## src/rtl/chmode_pkg.sv

```systemverilog
package chmode_pkg;

  localparam int unsigned BYTE_W      = 8;
  localparam int unsigned BANK_DEPTH  = 8;
  localparam int unsigned CHANNELS    = 6;
  localparam int unsigned GAIN_BITS   = 3;

  // register indices whose contents are decoded
  localparam int unsigned IDX_CLOCK   = 1;
  localparam int unsigned IDX_GAIN0   = 3;
  localparam int unsigned IDX_MODE    = 6;
  localparam int unsigned IDX_INVERT  = 7;

  // clock register fields, read by the companion divider
  localparam int unsigned SDIV_LSB    = 2;
  localparam int unsigned SDIV_BITS   = 2;
  localparam int unsigned MDIV_LSB    = 4;
  localparam int unsigned MDIV_BITS   = 3;
  localparam logic [SDIV_BITS-1:0] SDIV_SLOWEST = 2'b11;
  localparam logic [MDIV_BITS-1:0] MDIV_UNITY   = 3'b000;

  // mode and invert register fields
  localparam int unsigned MODE_RST_BIT = 6;
  localparam int unsigned MODE_SE_BIT  = 7;
  localparam int unsigned INV_TEST_BIT = 6;
  localparam int unsigned INV_EN_BIT   = 7;

  // gain/power nibble layout: two channels per register
  localparam int unsigned CH_PER_BYTE  = 2;
  localparam int unsigned NIBBLE_BITS  = 4;
  localparam int unsigned PWR_OFS      = 3;

  typedef struct packed {
    logic                 mod_rst;
    logic                 single_end;
    logic                 invert;
    logic                 pwr_up;
    logic [GAIN_BITS-1:0] gain;
  } chan_ctl_t;

  function automatic logic [BYTE_W-1:0] reset_byte(input int unsigned idx);
    logic [BYTE_W-1:0] b;
    b = '0;
    if (idx == IDX_CLOCK) begin
      b[SDIV_LSB +: SDIV_BITS] = SDIV_SLOWEST;
      b[MDIV_LSB +: MDIV_BITS] = MDIV_UNITY;
    end
    return b;
  endfunction

endpackage

```

## src/rtl/chmode_rst_sync.sv

```systemverilog
module chmode_rst_sync #(
  parameter int unsigned STAGES = 2
) (
  input  logic clk_i,
  input  logic rst_ni,
  output logic rst_sync_no
);

  logic [STAGES-1:0] stage_q;
  logic [STAGES-1:0] stage_d;

  always_comb begin
    stage_d = {stage_q[STAGES-2:0], 1'b1};
  end

  always_ff @(negedge clk_i or negedge rst_ni) begin
    if (!rst_ni) begin
      stage_q <= '0;
    end else begin
      stage_q <= stage_d;
    end
  end

  assign rst_sync_no = stage_q[STAGES-1];

endmodule

```

## src/rtl/chmode_regfile.sv

```systemverilog
module chmode_regfile
  import chmode_pkg::*;
#(
  parameter int unsigned DATA_W   = BYTE_W,
  parameter int unsigned NUM_REGS = BANK_DEPTH,
  parameter int unsigned ADDR_W   = 4,
  localparam int unsigned IDX_W   = $clog2(NUM_REGS),
  localparam int unsigned FLAT_W  = DATA_W * NUM_REGS
) (
  input  logic              clk_i,
  input  logic              rst_ni,
  input  logic              wr_en_i,
  input  logic [ADDR_W-1:0] wr_addr_i,
  input  logic [DATA_W-1:0] wr_data_i,
  input  logic [ADDR_W-1:0] rd_addr_i,
  output logic [DATA_W-1:0] rd_data_o,
  output logic [FLAT_W-1:0] bank_o
);

  logic [DATA_W-1:0] reg_q [NUM_REGS];
  logic [DATA_W-1:0] reg_d [NUM_REGS];
  logic [NUM_REGS-1:0] hit;
  logic              addr_ok;
  logic              rd_ok;

  assign addr_ok = (32'(wr_addr_i) < NUM_REGS);
  assign rd_ok   = (32'(rd_addr_i) < NUM_REGS);

  for (genvar r = 0; r < NUM_REGS; r++) begin : g_reg
    localparam logic [DATA_W-1:0] RST_VAL = DATA_W'(reset_byte(r));

    always_comb begin
      hit[r]   = wr_en_i && addr_ok && (32'(wr_addr_i) == r);
      reg_d[r] = wr_data_i;
    end

    always_ff @(negedge clk_i or negedge rst_ni) begin
      if (!rst_ni) begin
        reg_q[r] <= RST_VAL;
      end else if (hit[r]) begin
        reg_q[r] <= reg_d[r];
      end
    end

    assign bank_o[r*DATA_W +: DATA_W] = reg_q[r];
  end

  always_comb begin
    if (rd_ok) begin
      rd_data_o = reg_q[rd_addr_i[IDX_W-1:0]];
    end else begin
      rd_data_o = '0;
    end
  end

  logic [FLAT_W-1:0] reset_image;
  always_comb begin
    for (int r = 0; r < NUM_REGS; r++) begin
      reset_image[r*DATA_W +: DATA_W] = DATA_W'(reset_byte(r));
    end
  end

  p_oob_write_ignored_r2: assert property (@(negedge clk_i) disable iff (!rst_ni)
    (wr_en_i && !addr_ok) |=> $stable(bank_o));

  p_write_lands_r1: assert property (@(negedge clk_i) disable iff (!rst_ni)
    (wr_en_i && addr_ok) |=>
      (bank_o[$past(wr_addr_i[IDX_W-1:0])*DATA_W +: DATA_W] == $past(wr_data_i)));

  p_reset_image_r3: assert property (@(negedge clk_i) disable iff (!rst_ni)
    $rose(rst_ni) |-> (bank_o == reset_image));

endmodule

```

## src/rtl/chmode_chan_decode.sv

```systemverilog
module chmode_chan_decode
  import chmode_pkg::*;
#(
  parameter int unsigned DATA_W   = BYTE_W,
  parameter int unsigned NUM_REGS = BANK_DEPTH,
  parameter int unsigned NUM_CH   = CHANNELS,
  parameter int unsigned GAIN_W   = GAIN_BITS,
  localparam int unsigned FLAT_W  = DATA_W * NUM_REGS
) (
  input  logic              clk_i,
  input  logic              rst_ni,
  input  logic [FLAT_W-1:0] bank_i,
  output chan_ctl_t         ctl_o [NUM_CH]
);

  logic [DATA_W-1:0] mode_byte;
  logic [DATA_W-1:0] inv_byte;

  assign mode_byte = bank_i[IDX_MODE   * DATA_W +: DATA_W];
  assign inv_byte  = bank_i[IDX_INVERT * DATA_W +: DATA_W];

  for (genvar c = 0; c < NUM_CH; c++) begin : g_ch
    localparam int unsigned GREG = IDX_GAIN0 + c / CH_PER_BYTE;
    localparam int unsigned GOFS = (c % CH_PER_BYTE) * NIBBLE_BITS;

    logic [DATA_W-1:0] gp_byte;
    logic              sel_mode;
    logic              sel_inv;

    assign gp_byte  = bank_i[GREG * DATA_W +: DATA_W];
    assign sel_mode = mode_byte[c];
    assign sel_inv  = inv_byte[c];

    always_comb begin
      ctl_o[c].mod_rst    = sel_mode & mode_byte[MODE_RST_BIT];
      ctl_o[c].single_end = sel_mode & mode_byte[MODE_SE_BIT];
      ctl_o[c].invert     = sel_inv  & inv_byte[INV_EN_BIT];
      ctl_o[c].pwr_up     = gp_byte[GOFS + PWR_OFS];
      ctl_o[c].gain       = gp_byte[GOFS +: GAIN_W];
    end

    p_mask_gates_mode_r4: assert property (@(negedge clk_i) disable iff (!rst_ni)
      !sel_mode |-> (!ctl_o[c].mod_rst && !ctl_o[c].single_end));

    p_se_needs_enable_r5: assert property (@(negedge clk_i) disable iff (!rst_ni)
      ctl_o[c].single_end |-> mode_byte[MODE_SE_BIT]);

    p_inv_needs_both_r6: assert property (@(negedge clk_i) disable iff (!rst_ni)
      ctl_o[c].invert |-> (sel_inv && inv_byte[INV_EN_BIT]));
  end

endmodule

```

## src/rtl/chmode_ctrl_bank.sv

```systemverilog
module chmode_ctrl_bank
  import chmode_pkg::*;
#(
  parameter int unsigned DATA_W   = BYTE_W,
  parameter int unsigned NUM_REGS = BANK_DEPTH,
  parameter int unsigned NUM_CH   = CHANNELS,
  parameter int unsigned GAIN_W   = GAIN_BITS,
  parameter int unsigned ADDR_W   = 4,
  localparam int unsigned FLAT_W  = DATA_W * NUM_REGS
) (
  input  logic                     clk_i,
  input  logic                     rst_ni,
  input  logic                     wr_en_i,
  input  logic [ADDR_W-1:0]        wr_addr_i,
  input  logic [DATA_W-1:0]        wr_data_i,
  input  logic [ADDR_W-1:0]        rd_addr_i,
  output logic [DATA_W-1:0]        rd_data_o,
  output logic [NUM_CH-1:0]        mod_rst_o,
  output logic [NUM_CH-1:0]        single_end_o,
  output logic [NUM_CH-1:0]        invert_o,
  output logic [NUM_CH-1:0]        pwr_up_o,
  output logic [NUM_CH*GAIN_W-1:0] gain_o,
  output logic [SDIV_BITS-1:0]     sclk_div_o,
  output logic [MDIV_BITS-1:0]     mclk_div_o
);

  logic              rst_sync_n;
  logic [FLAT_W-1:0] bank;
  chan_ctl_t         ctl [NUM_CH];

  chmode_rst_sync #(.STAGES(2)) u_rst_sync (
    .clk_i       (clk_i),
    .rst_ni      (rst_ni),
    .rst_sync_no (rst_sync_n)
  );

  chmode_regfile #(
    .DATA_W   (DATA_W),
    .NUM_REGS (NUM_REGS),
    .ADDR_W   (ADDR_W)
  ) u_regfile (
    .clk_i     (clk_i),
    .rst_ni    (rst_sync_n),
    .wr_en_i   (wr_en_i),
    .wr_addr_i (wr_addr_i),
    .wr_data_i (wr_data_i),
    .rd_addr_i (rd_addr_i),
    .rd_data_o (rd_data_o),
    .bank_o    (bank)
  );

  chmode_chan_decode #(
    .DATA_W   (DATA_W),
    .NUM_REGS (NUM_REGS),
    .NUM_CH   (NUM_CH),
    .GAIN_W   (GAIN_W)
  ) u_decode (
    .clk_i  (clk_i),
    .rst_ni (rst_sync_n),
    .bank_i (bank),
    .ctl_o  (ctl)
  );

  for (genvar c = 0; c < NUM_CH; c++) begin : g_out
    assign mod_rst_o[c]                 = ctl[c].mod_rst;
    assign single_end_o[c]              = ctl[c].single_end;
    assign invert_o[c]                  = ctl[c].invert;
    assign pwr_up_o[c]                  = ctl[c].pwr_up;
    assign gain_o[c*GAIN_W +: GAIN_W]   = ctl[c].gain;
  end

  assign sclk_div_o = bank[IDX_CLOCK * DATA_W + SDIV_LSB +: SDIV_BITS];
  assign mclk_div_o = bank[IDX_CLOCK * DATA_W + MDIV_LSB +: MDIV_BITS];

  p_hold_without_write_r7: assert property (@(negedge clk_i) disable iff (!rst_sync_n)
    !wr_en_i |=> ($stable(pwr_up_o) && $stable(gain_o)));

  p_clock_fields_hold_r8: assert property (@(negedge clk_i) disable iff (!rst_sync_n)
    !wr_en_i |=> ($stable(sclk_div_o) && $stable(mclk_div_o)));

  p_oob_read_zero_r2: assert property (@(negedge clk_i) disable iff (!rst_sync_n)
    (32'(rd_addr_i) >= NUM_REGS) |-> (rd_data_o == '0));

endmodule

```

## config.mk

```make
export PLATFORM = sky130hd
export DESIGN_NAME = chmode_ctrl_bank
export DESIGN_NICKNAME = d
export VERILOG_FILES = /design/src/rtl/chmode_pkg.sv /design/src/rtl/chmode_rst_sync.sv /design/src/rtl/chmode_regfile.sv /design/src/rtl/chmode_chan_decode.sv /design/src/rtl/chmode_ctrl_bank.sv
export SDC_FILE = /design/constraint.sdc
export NUM_CORES = 1
export LEC_CHECK = 0
export BUFFER_PORTS_ARGS = -buffer_cell sky130_fd_sc_hd__buf_2
export CORE_AREA = 2 2 87 89
export DETAILED_ROUTE_END_ITERATION = 10
export DIE_AREA = 0 0 89 91
export PLACE_DENSITY_LB_ADDON = 0.25
export REMOVE_ABC_BUFFERS = 1
export SLEW_MARGIN = 40
export SYNTH_ARGS = -nofsm -noshare
export SYNTH_HDL_FRONTEND = slang
export SYNTH_SLANG_ARGS = --single-unit
```

## constraint.sdc

```tcl
create_clock -name clk_i -period 2.05 [get_ports clk_i]
set_input_delay 0.41 -clock clk_i [delete_from_list [all_inputs] [get_ports clk_i]]
set_output_delay 0.41 -clock clk_i [all_outputs]
set_load 0.05 [all_outputs]
```

# After elaboration in Yosys (flattened, before gate mapping)
# Cells that the tools add are included.
dict set report op_classes {
  reduce_logical 10
  n_eq_ne 7
  n_lt_le_gt_ge 3
  mux 4
  bitwise_logic 19
}
# op n
set ops {}
lappend ops {{8-bit binary-select mux with 3-bit select} 1}
lappend ops {{8-bit 2-to-1 mux} 3}
lappend ops {{1-bit AND} 18}
lappend ops {{4-bit by 3-bit == test with 1-bit output, second input constant} 4}
lappend ops {{1-bit logical AND} 9}
lappend ops {{4-bit by 2-bit == test with 1-bit output, second input constant} 2}
lappend ops {{4-bit less-than comparator, second input constant} 2}
lappend ops {{4-bit by 1-bit == test with 1-bit output, second input constant} 1}
lappend ops {{4-bit greater-or-equal comparator, second input constant} 1}
lappend ops {{4-bit zero test} 1}
lappend ops {{3-bit NOT with 4-bit output} 1}
dict set report totals {
  register_bits 66
  elab_cells 52
  in_bits 19
  out_inout_bits 55
}

# Logic depth before layout (Yosys ltp)
# Gate-level depths: netlist of run 1.
dict set report logic_depth {
  word_depth 5
  mapped_depth 5
  ltp_nobuf 3
}

# Hierarchy
# Synthesis of run 1 repeated with hierarchy kept, for this count alone.
dict set report hier_totals {
  cells_unflattened 228
  hier_area_um2 3397.0
}
# module area_each_um2 n_inst cells_per_inst seq_area_each_um2
set modules_own_cells {}
lappend modules_own_cells {chmode_regfile 3050.4 1 183 1604.0}
lappend modules_own_cells {chmode_chan_decode 292.8 1 42 0.0}
lappend modules_own_cells {chmode_rst_sync 53.8 1 3 50.0}

==> results.cfg, run 1 <==
[grt]
grt_pass1_wl_mm = 14.24
grt_overflow_total = 0
use_met3_pct = 3.818
grt_max_degree = 48
grt_use_total_pct = 23.71
met2_usage_pct = 38.93
grt_pass1_vias = 2643
busiest_layer = met2
antenna_found_initial = 0
met1_usage_pct = 31.14

[synthesis]
ys_ff_latch = 66
ys_types = 21
syn_area_per_cell_um2 = 14.55
synthMuxAreaShare_pct = 35.14
synth-seq-area-share_pct = 48.80
synth_compound_area_share_pct = 0
synth_top_family_by_area = multiplexers
synth-simple-area-share_pct = 7.826
synth_area_um2 = 3390
synth-xor-area-share_pct = 0
synth_cells = 233
synthAdderAreaFrac_pct = 0
ys_warn_count = 0

[cts]
postCtsHoldBufs = 0
clkLatencyLatePin_ns = 0.38
numClockSinks = 66
cts.clk_slew.worst_paths_ns = 0.05
cts_buffer_depth = 2
cts_tree = done
numCtsBuffers = 9
htreeDepth = 3
clockRootBuffer = clkbuf_8

[layout]
n_fill_cell = 475
diodes = 0
final_cells = 452
seqCellArea_um2 = 1654
final_common_cell = dfrtn_1
multi_input_area_um2 = 1695
drive_gt1_share_pct = 75.35
layout_common_cells = dfrtn_1 (64), buf_8 (47), buf_6 (44)
utilization_pct = 75.18
nets = 367
design_area_um2 = 5365
area_growth_pct = 58.29

[detailed_routing]
antenna_left = 0
drt_iter0_drc = 69
drt-total-wl_mm = 8.836
wl_per_cell_um = 19.55
drcViolationCount = 0
num_vias = 2322
via_per_inst = 5.137
first_pass_iters = 4

[power]
ir_worst_vdd_mv = 0.8098
leakagePower_nw = 2.564
p_per_area_nw_per_um2 = 1124
power.total_mw = 6.030

[place]
gp_congestion = 0.7678
place_ws_ns = -0.6916
post-place-cells = 424
placed_area_um2 = 4155
portBuffers = 73
dp_hpwl_mm = 5.683

[flow_run]
drv_cap = 0

[sta]
hold_viol = 0
report.final.slew_viol_count = 0
fin_skew_ns = 0.04834
setup_violations = 119
tns_ns = -42.52
rsz0062_at_grt = yes
setup_slack_ns = -1.006
hold_slack_ns = 0.1235

[worst_setup_path]
worstPathArrival_ns = 2.65
crit_fanout = 2
ff2ff_setup_slack_ns = 1.01
end_kind = output pin
worstPathRequired_ns = 1.64
crit_type = reg -> out
critPathLaunchType = register
crit_slowest_cell = mux4_2
crit_chain = mux4_2 -> mux2i_1 -> nor2_1 -> buf_6
path_delay_family = multiplexers
critPathBufInv = 1
cpPeakStageDelay_ns = 0.51

[hold_path]
min_path_type = reg -> async

[floorplan]
dieWidth_um = 89
core_area_um2 = 7137
die_h_um = 91
io_pins = 74
fp-row-count = 31
initial_core_util_pct = 47.49
die-area_um2 = 8099

[run_status]
status = complete, but fails checks
violations = setup timing
-- area by class of cell --
type                    count  area share [%]
clock buffers              13           3.382
clock inverters             5          0.8629
multi-input cells         127           31.60
flip-flops and latches     66           30.83
well taps                  99           2.309
repair buffers            142           31.02
-- registers in the layout (all words and copies together) (netlist names) --
register            cells
u_regfile.bank_o       64
u_rst_sync.stage_q      2
-- worst reg2reg max path: cells and delay by family, from the launching register on --
family	cells	cell delay (ns)
flops	1	0.37
buf+inv	2	0.25
mux	1	0.26
-- cell usage after synthesis --
cell type	number	area share (%)
nand3b_4	1	0.59
buf_1	3	0.33
dfrtn_1	64	47
buf_2	4	0.59
nand2_1	2	0.22
and3_1	1	0.18
dfstp_2	2	1.6
nor2_1	9	1.0
mux2i_1	8	2.4
nor3b_2	1	0.37
mux4_2	16	11
inv_1	1	0.11
nand3b_2	2	0.66
conb_1	1	0.11
buf_4	32	7.1
nor2_2	1	0.18
nor3b_4	2	1.1
mux2_2	56	19
mux2_4	8	3.5
and2_1	18	3.3
or3_1	1	0.18
-- cell families (layout without fill, tap and decap cells) --
| group | Yosys count | after routing |
|---|---|---|
| other | 1 | 1 |
| flip-flops | 66 | 66 |
| AND/OR/NAND/NOR | 38 | 38 |
| multiplexers | 88 | 88 |
| buffers and inverters | 40 | 160 |
-- worst paths after layout --
| kind | start | endpoint | depth (start not counted) |
|---|---|---|---|
| max in group asynchronous | rst_ni | u_rst_sync.stage_q[1]$_DFF_NN0_ | 1 |
| min in group clk_i | u_rst_sync.stage_q[0]$_DFF_NN0_ | u_rst_sync.stage_q[1]$_DFF_NN0_ | 0 |
| max reg2reg | u_regfile.bank_o[49]$_DFFE_NN0P_ | u_regfile.bank_o[49]$_DFFE_NN0P_ | 3 |
| max | u_regfile.bank_o[55]$_DFFE_NN0P_ | rd_data_o[7] | 4 |
| min | u_rst_sync.stage_q[1]$_DFF_NN0_ | u_regfile.bank_o[39]$_DFFE_NN0P_ | 0 |
| min reg2reg | u_rst_sync.stage_q[1]$_DFF_NN0_ | u_regfile.bank_o[39]$_DFFE_NN0P_ | 0 |
-- per-layer routing --
metal  wire [um]  part of all wire, %  vias up
met1        3780                   43     1206
li1            -                    -     1029
met4         163                  1.8        0
met3         335                  3.8       14
met2        4557                   52       73
met5           0                    0        -
-- where the power goes --
group          switching, mW  total (mW)  internal [mW]
Clock                  0.515        1.22          0.709
Combinational           1.42        2.97           1.56
Sequential             0.197        1.83           1.63
-- timing repair --
action,in CTS,in global routing
setup endpoints to repair,119,119
hold endpoints to repair,0,0
gates resized for setup,244,26
buffers inserted,13,18
pin swaps,8,13
Note: power is estimated with default switching activity, not from simulation.
==> inputs of run 2 (changes only) <==
Settings changed: CORE_AREA 2 2 87 89 to 2 2 80 82, DIE_AREA 0 0 89 91 to 0 0 82 84.
Clock period 2.05 ns to 3.6 ns, I/O delays scaled along.
==> results.cfg, run 2 (synthesis gave the netlist of run 1 again) <==
[run_status]
violations = setup timing
status = complete, but fails checks

[cts]
clockRootBuffer = clkbuf_8
cts.clk_slew.worst_paths_ns = 0.06
numClockSinks = 66
htreeDepth = 3
postCtsHoldBufs = 0
clkLatencyLatePin_ns = 0.40
numCtsBuffers = 9
cts_buffer_depth = 2
cts_tree = done

[floorplan]
die-area_um2 = 6888
dieWidth_um = 82
core_area_um2 = 6096
io_pins = 74
initial_core_util_pct = 55.60
die_h_um = 84
fp-row-count = 29

[layout]
layout_common_cells = buf_4 (75), dfrtn_1 (64), mux2_2 (56)
largest_reg_flops = 64
drive_gt1_share_pct = 75.14
nets = 372
seqCellArea_um2 = 1654
multi_input_area_um2 = 1505
n_fill_cell = 360
diodes = 0
area_growth_pct = 43.41
final_common_cell = buf_4

[detailed_routing]
wl_per_cell_um = 20.54
num_vias = 2375
antenna_left = 0
drt_iter0_drc = 118
drcViolationCount = 0
via_per_inst = 5.460
drt-total-wl_mm = 8.934
first_pass_iters = 4

[worst_setup_path]
rr_startpoint = u_regfile.bank_o[22]$_DFFE_NN0P_
worstPathRequired_ns = 2.88
timing.rr.end = u_regfile.bank_o[22]$_DFFE_NN0P_
ff2ff_setup_slack_ns = 2.42
crit_fanout = 2
crit_type = reg -> out
cp-endpoint = rd_data_o[2]
r2r_cells = 4
worstPathArrival_ns = 3.46
critPathLaunchType = register
end_kind = output pin
cp-startpoint = u_regfile.bank_o[10]$_DFFE_NN1P_

[power]
leakagePower_nw = 2.364
power.total_mw = 3.259
p_per_area_nw_per_um2 = 670.4
ir_worst_vdd_mv = 0.4402

[sta]
worst_slew_pin_slew_ns = 0.5929
rsz0062_at_grt = yes
report.final.slew_viol_count = 0
setup_slack_ns = -0.5802
hold_viol = 0
fin_skew_ns = 0.07291
setup_violations = 28
tns_ns = -6.254
hold_slack_ns = 0.2171
slew_headroom_pct = 60.48

[hold_path]
min_path_type = reg -> async

[place]
gp_congestion = 0.8064
dp_hpwl_mm = 5.723
portBuffers = 73

[grt]
grt_max_degree = 37
grt_use_total_pct = 28.71
grt_overflow_total = 0
antenna_found_initial = 0
grt_pass1_wl_mm = 14.03
grt_pass1_vias = 2603

[flow_run]
drv_cap = 0
run 2: power by group:
| group | switching, mW | internal (mW) | leakage [nW] |
|---|---|---|---|
| logic | 0.794 | 0.725 | 1.44 |
| registers | 0.0987 | 0.930 | 0.805 |
| clock network | 0.301 | 0.410 | 0.120 |
run 2: area by class of cell:
type                    count  area share (%)
clock buffers              11           2.909
clock inverters             7           1.750
multi-input cells         127           30.97
flip-flops and latches     66           34.03
well taps                  77           1.982
repair buffers            147           28.37
run 2: how the worst min path moves through the flow:
stage                                         start                               end  depth (start not counted)  slack [ns]
detailed placement  u_rst_sync.stage_q[1]$_DFF_NN0_  u_regfile.bank_o[29]$_DFFE_NN0P_                          1        0.24
finish              u_rst_sync.stage_q[1]$_DFF_NN0_  u_regfile.bank_o[29]$_DFFE_NN0P_                          1        0.22
floorplan           u_rst_sync.stage_q[0]$_DFF_NN0_   u_rst_sync.stage_q[1]$_DFF_NN0_                          0        0.29
global route        u_rst_sync.stage_q[1]$_DFF_NN0_   u_regfile.bank_o[9]$_DFFE_NN0P_                          1        0.28
global placement    u_rst_sync.stage_q[1]$_DFF_NN0_  u_regfile.bank_o[29]$_DFFE_NN0P_                          1        0.24
CTS                 u_rst_sync.stage_q[1]$_DFF_NN0_  u_regfile.bank_o[45]$_DFFE_NN0P_                          1        0.24
run 2: through the flow:
stage | setup WS [ns] | util (%) | area, um2 | instances
2_1_floorplan | -0.6349 | - | 3118 | 194
3_3_place_gp | -0.1959 | 68.16 | 4155 | 414
3_5_place_dp | -0.2536 | 68.16 | 4155 | 414
4_1_cts | -0.5300 | 78.67 | 4796 | 437
5_1_grt | -0.6194 | 79.74 | 4861 | 435
6_report | -0.5802 | 79.74 | 4861 | 435
run 2: worst max-delay path, cell delays in order, from the launching register on:
cell and delay (ns):
dfstp_2 0.37, mux4_2 0.46, mux2i_1 0.19, nor2_1 0.07, buf_6 0.16
run 2: per-layer routing:
layer	track usage [%]	vias up	wire length, um
met5	0	-	0
met4	10.91	0	155
li1	-	1046	-
met3	5.195	15	428
met2	46.27	94	4685
met1	38.43	1220	3664
run 2: timing repair:
action / CTS / global route
setup endpoints to repair: 55 / 43
setup buffers: 9 / 5
endpoints found under the hold margin: 0 / 0
pin swaps: 8 / 9
gates resized for setup: 122 / 28
